[src/rtl/branch_resolve_unit.sv]
module branch_resolve_unit #(
  parameter int XLEN  = 32,
  parameter int RA_W  = 5,
  parameter int IMM_W = 16
) (
  input  logic [1:0]      id_br_kind,
  input  logic [XLEN-1:0] id_pc,
  input  logic [IMM_W-1:0] id_imm,
  input  logic [RA_W-1:0] id_rs,
  input  logic [RA_W-1:0] id_rt,
  input  logic [XLEN-1:0] rf_rs_data,
  input  logic [XLEN-1:0] rf_rt_data,
  input  logic            ex_wr_en,
  input  logic [RA_W-1:0] ex_rd,
  input  logic            mem_wr_en,
  input  logic            mem_is_load,
  input  logic [RA_W-1:0] mem_rd,
  input  logic [XLEN-1:0] mem_result,
  input  logic            wb_wr_en,
  input  logic [RA_W-1:0] wb_rd,
  input  logic [XLEN-1:0] wb_data,
  output logic            br_taken,
  output logic [XLEN-1:0] br_target,
  output logic            br_stall
);
  localparam int              SHIFT      = 2;
  localparam logic [XLEN-1:0] INSN_BYTES = XLEN'(4);
  localparam logic [1:0]      KIND_EQ    = 2'b01;
  localparam logic [1:0]      KIND_NE    = 2'b10;

  logic [XLEN-1:0] imm_ext;
  assign imm_ext   = {{(XLEN-IMM_W){id_imm[IMM_W-1]}}, id_imm};
  assign br_target = id_pc + INSN_BYTES + (imm_ext << SHIFT);

  logic [1:0][RA_W-1:0] src;
  logic [1:0][XLEN-1:0] rf_val;
  logic [1:0][XLEN-1:0] opnd;
  logic [1:0]           haz;

  assign src[0]    = id_rs;
  assign src[1]    = id_rt;
  assign rf_val[0] = rf_rs_data;
  assign rf_val[1] = rf_rt_data;

  for (genvar g = 0; g < 2; g++) begin : g_port
    logic live, hit_mem, hit_wb, hit_ex, hit_load;
    assign live     = |src[g];
    assign hit_mem  = live && mem_wr_en && !mem_is_load && (mem_rd == src[g]);
    assign hit_wb   = live && wb_wr_en && (wb_rd == src[g]);
    assign hit_ex   = live && ex_wr_en && (ex_rd == src[g]);
    assign hit_load = live && mem_wr_en && mem_is_load && (mem_rd == src[g]);
    assign opnd[g]  = hit_mem ? mem_result : (hit_wb ? wb_data : rf_val[g]);
    assign haz[g]   = hit_ex || hit_load;
  end

  logic is_br, same;
  assign is_br    = (id_br_kind == KIND_EQ) || (id_br_kind == KIND_NE);
  assign same     = ~|(opnd[0] ^ opnd[1]);
  assign br_stall = is_br && |haz;
  assign br_taken = is_br && !br_stall && ((id_br_kind == KIND_EQ) ? same : !same);
endmodule


[config.mk]
export PLATFORM = sky130hd
export DESIGN_NAME = branch_resolve_unit
export DESIGN_NICKNAME = d
export VERILOG_FILES = /design/src/rtl/branch_resolve_unit.sv
export SDC_FILE = /design/constraint.sdc
export NUM_CORES = 1
export LEC_CHECK = 0
export BUFFER_PORTS_ARGS = -buffer_cell sky130_fd_sc_hd__buf_2
export CAP_MARGIN = 20
export CELL_PAD_IN_SITES_DETAIL_PLACEMENT = 1
export CELL_PAD_IN_SITES_GLOBAL_PLACEMENT = 2
export CORE_MARGIN = 2
export CORE_UTILIZATION = 25
export DETAILED_ROUTE_END_ITERATION = 10
export PLACE_DENSITY = 0.89
export SYNTH_ARGS = -nofsm -noshare
export SYNTH_HDL_FRONTEND = slang
export SYNTH_SLANG_ARGS = --single-unit
[constraint.sdc]
create_clock -name vclk -period 10.9
set_input_delay 2.18 -clock vclk [all_inputs]
set_output_delay 2.18 -clock vclk [all_outputs]
set_load 0.02 [all_outputs]
==> flow_metrics.env <==
export IMPL_crit_path_frequent_cell="buf_2"
export IMPL_p_sw_frac=0.611
export IMPL_worstPathCellList="buf_2, or4_4, nor2_8, or3_1, buf_4, a31oi_1, xor2_1, nor4_1, nand4_1, o21ai_1, nor4bb_1, buf_2"
export IMPL_final_net_count=1095
export IMPL_crit_path_start="id_rs[1]"
export IMPL_area_share_of_xor_xnor_cells_in_the_synthesized_design=0.179
export IMPL_number_of_i_o_port_buffers=237
export IMPL_power_combinational_fraction=1.000
export IMPL_synth_simple_gate_area_share=0.281
export IMPL_initial_core_util=0.253
export IMPL_sequential_cell_total=0
export IMPL_startpoint_type="input pin"
export IMPL_clock_power_share=0
export IMPL_power_per_cell_area_nw_per_um2=60.8
export IMPL_required_arrival_time_at_the_worst_endpoint_ps=8720
export IMPL_coreArea_sq_um=17200
export IMPL_grt_total_usage=0.203
export IMPL_finalWirelength_mm=19.9
export IMPL_ant_nets=0
export IMPL_finalCritPeriodShare=0.755
export IMPL_internal_pwr_total_mw=0.134
export IMPL_timing_critical_path_to_type="output pin"
export IMPL_share_of_post_route_cells_with_drive_strength_above_1=0.313
export IMPL_synth_lib_cells_used_distinct=50
export IMPL_drt_pre_antenna_iters=5
export IMPL_ranking_of_synthesized_cells_by_area="ha_1 17%, nor4_1 11%, xor2_1 9.9%"
export IMPL_synth_net_count=900
export IMPL_std_cell_rows=48
export IMPL_post_synth_cell_area_avg_sq_um=6.87
export IMPL_max_cap_violations=0
export IMPL_die_area_sq_um=18500
export IMPL_clockBufferCount=0
export IMPL_max_clock_freq_mhz=121
export IMPL_fp_dieW_microns=136
export IMPL_synth_top_family_by_area="compound AO/OA/AOI/OAI gates"
export IMPL_hold_path_class="input pin to output pin"
export IMPL_avgViaCountPerCell=5.58
export IMPL_critical_path_peak_fanout=35
export IMPL_design_portCount=241
export IMPL_synthCells=634
export IMPL_data_arrival_critical_path_ps=6050
export IMPL_yosys_mux_area_fraction=0.00230
export IMPL_power_share_sequential=0
export IMPL_compound_gate_portion_of_the_synthesized_area=0.288
export IMPL_leakage_nw=2.48
export IMPL_worst_slew_pin_transition_ps=655
export IMPL_cts_resized_gates=0
export IMPL_synth_area_sq_um=4350
export IMPL_ir_worst_vdd_uv=36.2
export IMPL_drt_iter0_drc=293
export IMPL_fin_crit_ps=8230
export IMPL_synthToLayoutAreaGrowth_pct=30.0
export IMPL_holdPathStages=0
export IMPL_synth_top_area_frac=0.167
export IMPL_layout_commonest_cell="buf_2"
export IMPL_number_of_antenna_violations_at_the_first_check_in_global_routing=6
export IMPL_holdCritStartpoint="id_pc[0]"
export IMPL_run_status="finished clean"
export IMPL_yosysWarnings=0
export IMPL_timing_max_slew_rel_slack=0.563
export IMPL_detailedPlacementHpwl_mm=15.4
export IMPL_final_hold_violations=0
export IMPL_report_power_total_mw=0.344
export IMPL_via_count_of_the_first_global_routing_pass=6014
export IMPL_detail_route_wl_per_cell_microns=18.8
export IMPL_timing_max_transition_violations_final=0
export IMPL_final_setup_tns_ps=0
export IMPL_netlist_top_cell_by_area="ha_1"
export IMPL_synthAdderAreaFrac=0.171
export IMPL_setup_violations=0
export IMPL_critPathKind="input pin to output pin"
export IMPL_seq_area_sq_um=0
export IMPL_slowest_stage_cell_cp="or3_1"
export IMPL_largest_net_degree_at_the_start_of_global_routing=36
export IMPL_yosysSeqAreaShare=0
export IMPL_grt_overflow_total=0
export IMPL_layout_common_cells="237 x buf_2, 74 x nor4_1, 68 x nand3_1"
export IMPL_critical_path_max_stage_delay_ps=630
export IMPL_cts_hold_buffers=0
export IMPL_rsz0062_at_grt="false"
export IMPL_die_height_microns=136
export IMPL_cts_setup_buffers=0
export IMPL_route_vias_total=5894
export IMPL_post_route_drc_count=0
export IMPL_netSwitchingPower_mw=0.210
export IMPL_globalplace_congestion=0.878
export IMPL_grt_first_pass_wirelength_mm=30.7
==> cell type report <==
class,count,area [sq um]
repair buffers,247,1280
multi-input cells,565,4030
inverters,15,56.3
diodes,4,10.0
fillers,2271,11500
well taps,225,282
==> final timing paths <==
path,end,slack (ps)
hold / removal,br_target[0],4360
setup / recovery,br_taken,2670
==> through the flow <==
step                instances  setup slack (ps)  area (sq um)  hold WS (ps)  utilization
floorplan                 634              3840          4350          4470            -
global placement         1051              2710          5620          4360        0.327
detailed placement       1051              2670          5620          4360        0.327
CTS                      1051              2630          5620          4360        0.327
global route             1054              2440          5650          4360        0.329
finish                   1056              2670          5660          4360        0.329
==> kinds of logic (layout without fill, tap and decap cells) <==
group,after synthesis,after routing
mux,1,1
other cells,0,4
fa+ha+maj,59,59
xor+xnor,89,89
simple gates,210,210
compound gates,206,206
buf+inv,69,262
==> cell usage after synthesis, types with 11 or more instances <==
master and instances:
xor2_1 49, a21oi_1 26, xnor2_1 40, nand2_1 20
clkbuf_1 28, o21ai_1 20, ha_1 58, a31oi_1 64
nand3_1 68, inv_1 15, a21o_1 11, o21ai_0 55
nor2_1 12, nor4_1 74
==> power by group through the flow <==
stage | Sequential [mW] | Combinational [mW] | Clock (mW)
global route | 0 | 0.376 | 0.0000000246
CTS | 0 | 0.345 | 0
global placement | 0 | 0.339 | 0
floorplan | 0 | 0.222 | 0
detailed placement | 0 | 0.343 | 0
finish | 0 | 0.344 | 0.0000000492
==> worst max-delay path, delay by kind of cell <==
kind	cells	cell delay, ps
AND/OR/NAND/NOR	6	2600
buffers and inverters	3	740
AO/OA/AOI/OAI	2	310
XOR/XNOR	1	200
==> layer usage <==
layer,vias up,GRT usage,wire length (microns)
met1,2750,0.269,8720
li1,2863,-,-
met5,-,0,37
met3,32,0.0272,1350
met2,243,0.348,9370
met4,6,0.0486,420
(Power assumes the default switching activity.)
